$ cat config.mk
export PLATFORM = sky130hd
export DESIGN_NAME = range_boost_ctrl
export DESIGN_NICKNAME = d
export VERILOG_FILES = /design/src/rtl/rbc_pkg.sv /design/src/rtl/rbc_cfg.sv /design/src/rtl/rbc_atten.sv /design/src/rtl/rbc_chan.sv /design/src/rtl/range_boost_ctrl.sv
export SDC_FILE = /design/constraint.sdc
export NUM_CORES = 2
export LEC_CHECK = 0
export ABC_AREA = 0
export BUFFER_PORTS_ARGS = -buffer_cell sky130_fd_sc_hd__buf_2
export CELL_PAD_IN_SITES_DETAIL_PLACEMENT = 1
export CELL_PAD_IN_SITES_GLOBAL_PLACEMENT = 2
export CORE_MARGIN = 4
export CORE_UTILIZATION = 25
export CTS_CLUSTER_SIZE = 30
export DETAILED_ROUTE_END_ITERATION = 16
export GPL_TIMING_DRIVEN = 1
export PLACE_DENSITY_LB_ADDON = 0.1
export SETUP_SLACK_MARGIN = 0.5
export SLEW_MARGIN = 25
export SYNTH_ARGS = -nofsm -noshare
export SYNTH_HDL_FRONTEND = slang
export SYNTH_SLANG_ARGS = --single-unit
$ cat constraint.sdc
create_clock -name clk -period 36.9 [get_ports clk]
set_input_delay 1.845 -clock clk [delete_from_list [all_inputs] [get_ports clk]]
set_output_delay 1.845 -clock clk [all_outputs]
set_load 0.05 [all_outputs]
$ cat src/rtl/rbc_pkg.sv
`timescale 1ns/1ps
package rbc_pkg;
  localparam int GAIN_W = 4;
  typedef logic [GAIN_W-1:0] gain_t;

  localparam logic [3:0] THR_CODE_DFLT  = 4'd7;
  localparam logic [3:0] THR_CODE_TOP   = 4'd9;
  localparam logic [3:0] CEIL_CODE_DFLT = 4'd11;
  localparam logic [3:0] CEIL_CODE_RSVD = 4'd15;
  localparam logic [7:0] CFG_RESET      = {THR_CODE_DFLT, CEIL_CODE_DFLT};

  localparam int FRAC_W = 8;

  // Fractional part of a 2 dB multiple: 0, -2, -4 dB in Q8
  function automatic logic [FRAC_W:0] frac_gain(input logic [1:0] rem);
    case (rem)
      2'd0:    return 9'd256;
      2'd1:    return 9'd203;
      default: return 9'd162;
    endcase
  endfunction

  typedef struct packed {
    logic [3:0] thr_code;
    gain_t      ceil;
    logic       thr_bad;
    logic       ceil_bad;
  } cfg_eff_t;
endpackage

$ cat src/rtl/rbc_cfg.sv
`timescale 1ns/1ps
module rbc_cfg
  import rbc_pkg::*;
(
  input  logic       clk,
  input  logic       rst_n,
  input  logic       cfg_we,
  input  logic [7:0] cfg_byte,
  output cfg_eff_t   eff
);
  logic [7:0] cfg_q;
  logic [3:0] thr_raw, ceil_raw;
  logic       thr_rsvd, ceil_rsvd;

  always_ff @(posedge clk or negedge rst_n) begin
    if (!rst_n)      cfg_q <= CFG_RESET;
    else if (cfg_we) cfg_q <= cfg_byte;
  end

  always_comb begin
    thr_raw       = cfg_q[7:4];
    ceil_raw      = cfg_q[3:0];
    thr_rsvd      = thr_raw > THR_CODE_TOP;
    ceil_rsvd     = ceil_raw == CEIL_CODE_RSVD;
    eff.thr_bad   = thr_rsvd;
    eff.ceil_bad  = ceil_rsvd;
    eff.thr_code  = thr_rsvd ? THR_CODE_DFLT : thr_raw;
    eff.ceil      = (ceil_rsvd ? CEIL_CODE_DFLT : ceil_raw) + 4'd1;
  end
endmodule

$ cat src/rtl/rbc_atten.sv
`timescale 1ns/1ps
module rbc_atten
  import rbc_pkg::*;
#(
  parameter int DW = 16
) (
  input  logic signed [DW-1:0] x,
  input  gain_t                steps,
  output logic signed [DW-1:0] y
);
  localparam int PW = DW + FRAC_W + 2;

  logic [3:0]           coarse;
  logic [1:0]           fine;
  logic [FRAC_W:0]      mul;
  logic signed [PW-1:0] prod;

  always_comb begin
    coarse = steps / 4'd3;
    fine   = 2'(steps % 4'd3);
    mul    = frac_gain(fine);
    prod   = PW'(x) * PW'($signed({1'b0, mul}));
    // 6 dB per coarse step as an arithmetic shift; attenuation cannot overflow
    y      = DW'(prod >>> (FRAC_W + int'(coarse)));
  end
endmodule

$ cat src/rtl/rbc_chan.sv
`timescale 1ns/1ps
module rbc_chan
  import rbc_pkg::*;
#(
  parameter int DW       = 16,
  parameter int HOLD_N   = 4,
  parameter int COMP_DLY = 2,
  parameter int REL_SH   = 4
) (
  input  logic                 clk,
  input  logic                 rst_n,
  input  logic                 en,
  input  logic                 take,
  input  logic signed [DW-1:0] x,
  input  logic [3:0]           thr_code,
  input  gain_t                ceil,
  output logic signed [DW-1:0] y,
  output gain_t                pga,
  output gain_t                comp
);
  localparam int            HW        = (HOLD_N > 1) ? $clog2(HOLD_N) : 1;
  localparam logic [HW-1:0] HOLD_LAST = HW'(HOLD_N - 1);
  localparam logic [DW-1:0] LIM_ONE   = DW'(1);

  gain_t         gain_q, comp_tap, comp_use;
  logic [HW-1:0] hold_q;
  logic [DW-1:0] peak_q, peak_nxt, mag, lim;
  logic          below;

  generate
    if (COMP_DLY == 0) begin : g_nodly
      assign comp_tap = gain_q;
    end else begin : g_dly
      gain_t line_q [COMP_DLY];
      always_ff @(posedge clk or negedge rst_n) begin
        if (!rst_n) begin
          for (int i = 0; i < COMP_DLY; i++) line_q[i] <= '0;
        end else if (!en) begin
          for (int i = 0; i < COMP_DLY; i++) line_q[i] <= '0;
        end else if (take) begin
          line_q[0] <= gain_q;
          for (int i = 1; i < COMP_DLY; i++) line_q[i] <= line_q[i-1];
        end
      end
      assign comp_tap = line_q[COMP_DLY-1];
    end
  endgenerate

  assign comp_use = en ? comp_tap : '0;

  rbc_atten #(.DW(DW)) u_atten (
    .x     (x),
    .steps (comp_use),
    .y     (y)
  );

  always_comb begin
    mag      = y[DW-1] ? DW'(-y) : DW'(y);
    peak_nxt = (mag >= peak_q) ? mag : peak_q - (peak_q >> REL_SH);
    lim      = LIM_ONE << (DW - 3 - int'(thr_code));
    below    = peak_nxt < lim;
  end

  always_ff @(posedge clk or negedge rst_n) begin
    if (!rst_n) begin
      gain_q <= '0;
      hold_q <= '0;
      peak_q <= '0;
    end else if (!en) begin
      gain_q <= '0;
      hold_q <= '0;
      peak_q <= '0;
    end else if (take) begin
      peak_q <= peak_nxt;
      if (!below) begin
        gain_q <= '0;
        hold_q <= '0;
      end else if (gain_q >= ceil) begin
        gain_q <= ceil;
        hold_q <= '0;
      end else if (hold_q == HOLD_LAST) begin
        gain_q <= gain_q + 1'b1;
        hold_q <= '0;
      end else begin
        hold_q <= hold_q + 1'b1;
      end
    end
  end

  assign pga  = en ? gain_q : '0;
  assign comp = comp_use;
endmodule

$ cat src/rtl/range_boost_ctrl.sv
`timescale 1ns/1ps
module range_boost_ctrl
  import rbc_pkg::*;
#(
  parameter int NCH      = 4,
  parameter int DW       = 16,
  parameter int HOLD_N   = 4800,
  parameter int COMP_DLY = 4,
  parameter int REL_SH   = 10
) (
  input  logic                  clk,
  input  logic                  rst_n,
  input  logic                  cfg_we,
  input  logic [7:0]            cfg_byte,
  input  logic [NCH-1:0]        ch_en,
  input  logic                  s_valid,
  output logic                  s_ready,
  input  logic [NCH*DW-1:0]     s_data,
  output logic                  m_valid,
  input  logic                  m_ready,
  output logic [NCH*DW-1:0]     m_data,
  output logic [NCH*GAIN_W-1:0] pga_gain,
  output logic [NCH*GAIN_W-1:0] comp_gain,
  output logic                  thr_bad,
  output logic                  max_bad
);
  cfg_eff_t          eff;
  logic              take;
  logic              m_valid_q;
  logic [NCH*DW-1:0] y_bus, m_data_q;

  rbc_cfg u_cfg (
    .clk      (clk),
    .rst_n    (rst_n),
    .cfg_we   (cfg_we),
    .cfg_byte (cfg_byte),
    .eff      (eff)
  );

  assign s_ready = !m_valid_q || m_ready;
  assign take    = s_valid && s_ready;

  generate
    for (genvar c = 0; c < NCH; c++) begin : g_ch
      logic signed [DW-1:0] y_c;
      gain_t                pga_c, comp_c;
      rbc_chan #(
        .DW       (DW),
        .HOLD_N   (HOLD_N),
        .COMP_DLY (COMP_DLY),
        .REL_SH   (REL_SH)
      ) u_chan (
        .clk      (clk),
        .rst_n    (rst_n),
        .en       (ch_en[c]),
        .take     (take),
        .x        (s_data[c*DW +: DW]),
        .thr_code (eff.thr_code),
        .ceil     (eff.ceil),
        .y        (y_c),
        .pga      (pga_c),
        .comp     (comp_c)
      );
      assign y_bus[c*DW +: DW]             = y_c;
      assign pga_gain[c*GAIN_W +: GAIN_W]  = pga_c;
      assign comp_gain[c*GAIN_W +: GAIN_W] = comp_c;
    end
  endgenerate

  always_ff @(posedge clk or negedge rst_n) begin
    if (!rst_n) begin
      m_valid_q <= 1'b0;
      m_data_q  <= '0;
    end else if (take) begin
      m_valid_q <= 1'b1;
      m_data_q  <= y_bus;
    end else if (m_ready) begin
      m_valid_q <= 1'b0;
    end
  end

  assign m_valid = m_valid_q;
  assign m_data  = m_data_q;
  assign thr_bad = eff.thr_bad;
  assign max_bad = eff.ceil_bad;
endmodule

==> results by group <==
Floorplan
  – Die X: 432 um
  – Core ar.: 179000 um^2
  – FP Rows: 155
  – Starting density of the core: 0.251
  – Die Height: 432 um
  – IO Count: 181
  – Die area: 187000 um^2

Yosys
  – Synth Flop Type: dfrtp_1
  – Synthesized area per cell: 7.96 um^2
  – Synth area leader: fa_1
  – Count leader, synth: inv_1
  – FF+latch count, synth: 269
  – Share of the synthesized area in the top cell type: 0.153
  – Synth top cells by count: inv_1, nand2_1, ha_1, fa_1, a21oi_1
  – Synth Net Count: 6600
  – Fraction of synthesis flops using an asynchronous set or reset pin: 1.00
  – Top post-synthesis cells by area: fa_1, ha_1, dfrtp_1
  – Post-synthesis cell count: 5641
  – Seq/Total Area, Yosys: 0.150
  – Post-synth EDFFs: 0
  – YS warnings: 0
  – Number of distinct library cells after synthesis: 105
  – Area of the mapped netlist: 44900 um^2

Setup path
  – Crit-path slowest cell: mux2i_1
  – CP Launch Type: input port
  – Worst r2r src: g_ch[3].u_chan.comp_tap[1]
  – WP data arrival: 18800 ps
  – Crit path from: ch_en[3]
  – CP required: 37400 ps
  – Most used cell along the critical path: ha_1
  – CP delay by family, top: simple AND/OR/NAND/NOR gates
  – Critical path type: input port to flop
  – CP endpoint kind: flop
  – Buffers & Inverters on Critical Path: 11
  – Max FO, Critical Path: 36
  – Slowest stage delay, CP: 650 ps

Power
  – Pwr dens: 28.8 nW/um^2
  – Lkg Pwr: 24.2 nW
  – Final Power: 0.00143 W
  – Maximum VDD drop: 0.0303 mV

Clock tree
  – Post_cts resized: 0
  – Clock buffer depth: 3
  – Setup Buffers After CTS: 0
  – Skew-Pair Late Insertion Delay: 620 ps
  – Total CTS buffers: 42
  – Hold-fix buffers at CTS: 0
  – CTS tree: yes
  – CTS clk-pin slew, worst paths: 60 ps
  – CTS root buf: clkbuf_16
  – Clock sink total: 269
  – CTS H-tree lvls: 2

Route
  – Vias per cell: 5.00
  – DRC: 0
  – Initial DRC Count: 1721
  – Drt first pass iters: 5
  – Post-route ant nets: 0
  – Wire per inst: 21.1 um
  – Via count: 40300
  – Total wire length: 170 mm

Timing
  – Final setup violating endpoints: 0
  – Worst slew margin: 0.315
  – Slew Viols, Final: 0
  – RSZ-0062 raised after global routing: false
  – Hold Fails Final Rpt: 0
  – Period minus WS final: 18300 ps
  – Fin crit share: 0.496
  – Max Fclk: 54.7 MHz
  – Setup TNS: 0 ps
  – Worst Skew: 34.0 ps
  – Worst slew pin tran: 1020 ps
  – Hold_ws: 469 ps

Global route
  – Largest net degree at the start of global routing: 88
  – GRT Total Usage: 0.181
  – Vias in the first global route: 43200
  – Global-route wire length before repair: 267 mm
  – Initial antenna violation count: 10
  – Aggregate global routing overflow: 0

Status
  – Status: finished, final reports clean

Place
  – GPL Wtd Cong: 0.802
  – Post-DP HPWL: 139 mm
  – PortBufs: 180

Final layout
  – Nets: 6642
  – P&R area growth vs syn: 10.9%
  – Filler cells: 21200
  – FF/Latch Area: 6740 um^2
  – Share of cells above drive strength 1: 0.0779
  – Area of the multi-input gates: 34400 um^2
  – Final Core Density: 0.279

Worst hold path
  – Min-delay src: m_data[2]
  – Worst hold-check path type: flop to flop

Job
  – MaxCap Viol Count: 0
## routing by layer
layer | global-route usage | wire length [um] | vias to the layer above
met5 | 0 | 0 | -
met4 | 0.0236 | 2010 | 0
met3 | 0.0131 | 3150 | 103
met2 | 0.312 | 81200 | 384
met1 | 0.254 | 83800 | 20200
li1 | - | - | 19600
## final timing paths
path	to	slack, ps	cells after the start
worst min-delay path	m_data[2]	470	2
worst max-delay path	g_ch[3].u_chan.hold_q[12]	18600	59
worst min register to register	m_data[2]	470	2
max in group asynchronous	m_data[45]	32920	4
min in group asynchronous	m_data[53]	1240	1
worst max register to register	g_ch[3].u_chan.hold_q[12]	20180	56
## worst min-delay path, stage by stage (launching register included)
cell and delay (ps):
dfrtp_1 330, nand2_1 50, nand2_1 50
## per-stage QoR
step	worst slack (ps)	cell area, um^2	std cells
2_1_floorplan	20370	44900	5641
3_3_place_gp	18090	48400	7994
3_5_place_dp	17820	48400	7994
4_1_cts	18500	49800	8068
5_1_grt	17030	49800	8068
6_report	18600	49800	8069
## power breakdown
group | internal [W] | switching [W]
combinational | 0.000246 | 0.000419
sequential | 0.000320 | 0.0000244
clock | 0.000255 | 0.000169
total | 0.000821 | 0.000613
## logic make-up (layout without fill, tap and decap cells)
| family | count (synthesis) | count (layout) | synth area share |
|---|---|---|---|
| and+or+nand+nor | 1862 | 1862 | 0.205 |
| buffers and inverters | 1023 | 1095 | 0.0856 |
| DFF | 269 | 269 | 0.150 |
| AOI/OAI and AO/OA | 1339 | 1339 | 0.200 |
| other | 0 | 1 | 0 |
| adders and majority gates | 878 | 878 | 0.302 |
| xor gates and xnor gates | 177 | 177 | 0.0345 |
| muxes | 93 | 93 | 0.0225 |
## layout make-up
| cell class | count | area share |
|---|---|---|
| multi-input combinational | 4349 | 0.691 |
| sequential | 269 | 0.135 |
| clock inverter | 15 | 0.00362 |
| timing repair buffer | 243 | 0.0278 |
| tap | 2355 | 0.0592 |
| clock buffer | 59 | 0.0248 |
| inverter | 778 | 0.0586 |
| antenna | 1 | 0.0000503 |
## state kept, by name (all words and copies together) (netlist names)
signal and cells:
m_data 64, m_valid 1, u_cfg.cfg_q 8, g_ch.u_chan.peak_q 64
g_ch.u_chan.comp_tap 16, g_ch.u_chan.hold_q 52, g_ch.u_chan.g_dly.line_q 48, g_ch.u_chan.gain_q 16
## cell usage in the layout, fill, tap and decap left out, types with 139 or more instances in the layout
| master | Yosys | layout |
|---|---|---|
| a21oi_1 | 312 | 308 |
| dfrtp_1 | 263 | 263 |
| buf_2 | 3 | 179 |
| and2_1 | 160 | 159 |
| ha_1 | 534 | 534 |
| nand3_1 | 150 | 150 |
| nand2_1 | 645 | 644 |
| inv_1 | 775 | 775 |
| fa_1 | 344 | 344 |
| a21o_1 | 139 | 139 |
| nor2_1 | 288 | 286 |
| o21ai_0 | 286 | 284 |
Note: power is estimated with default switching activity, not from simulation.
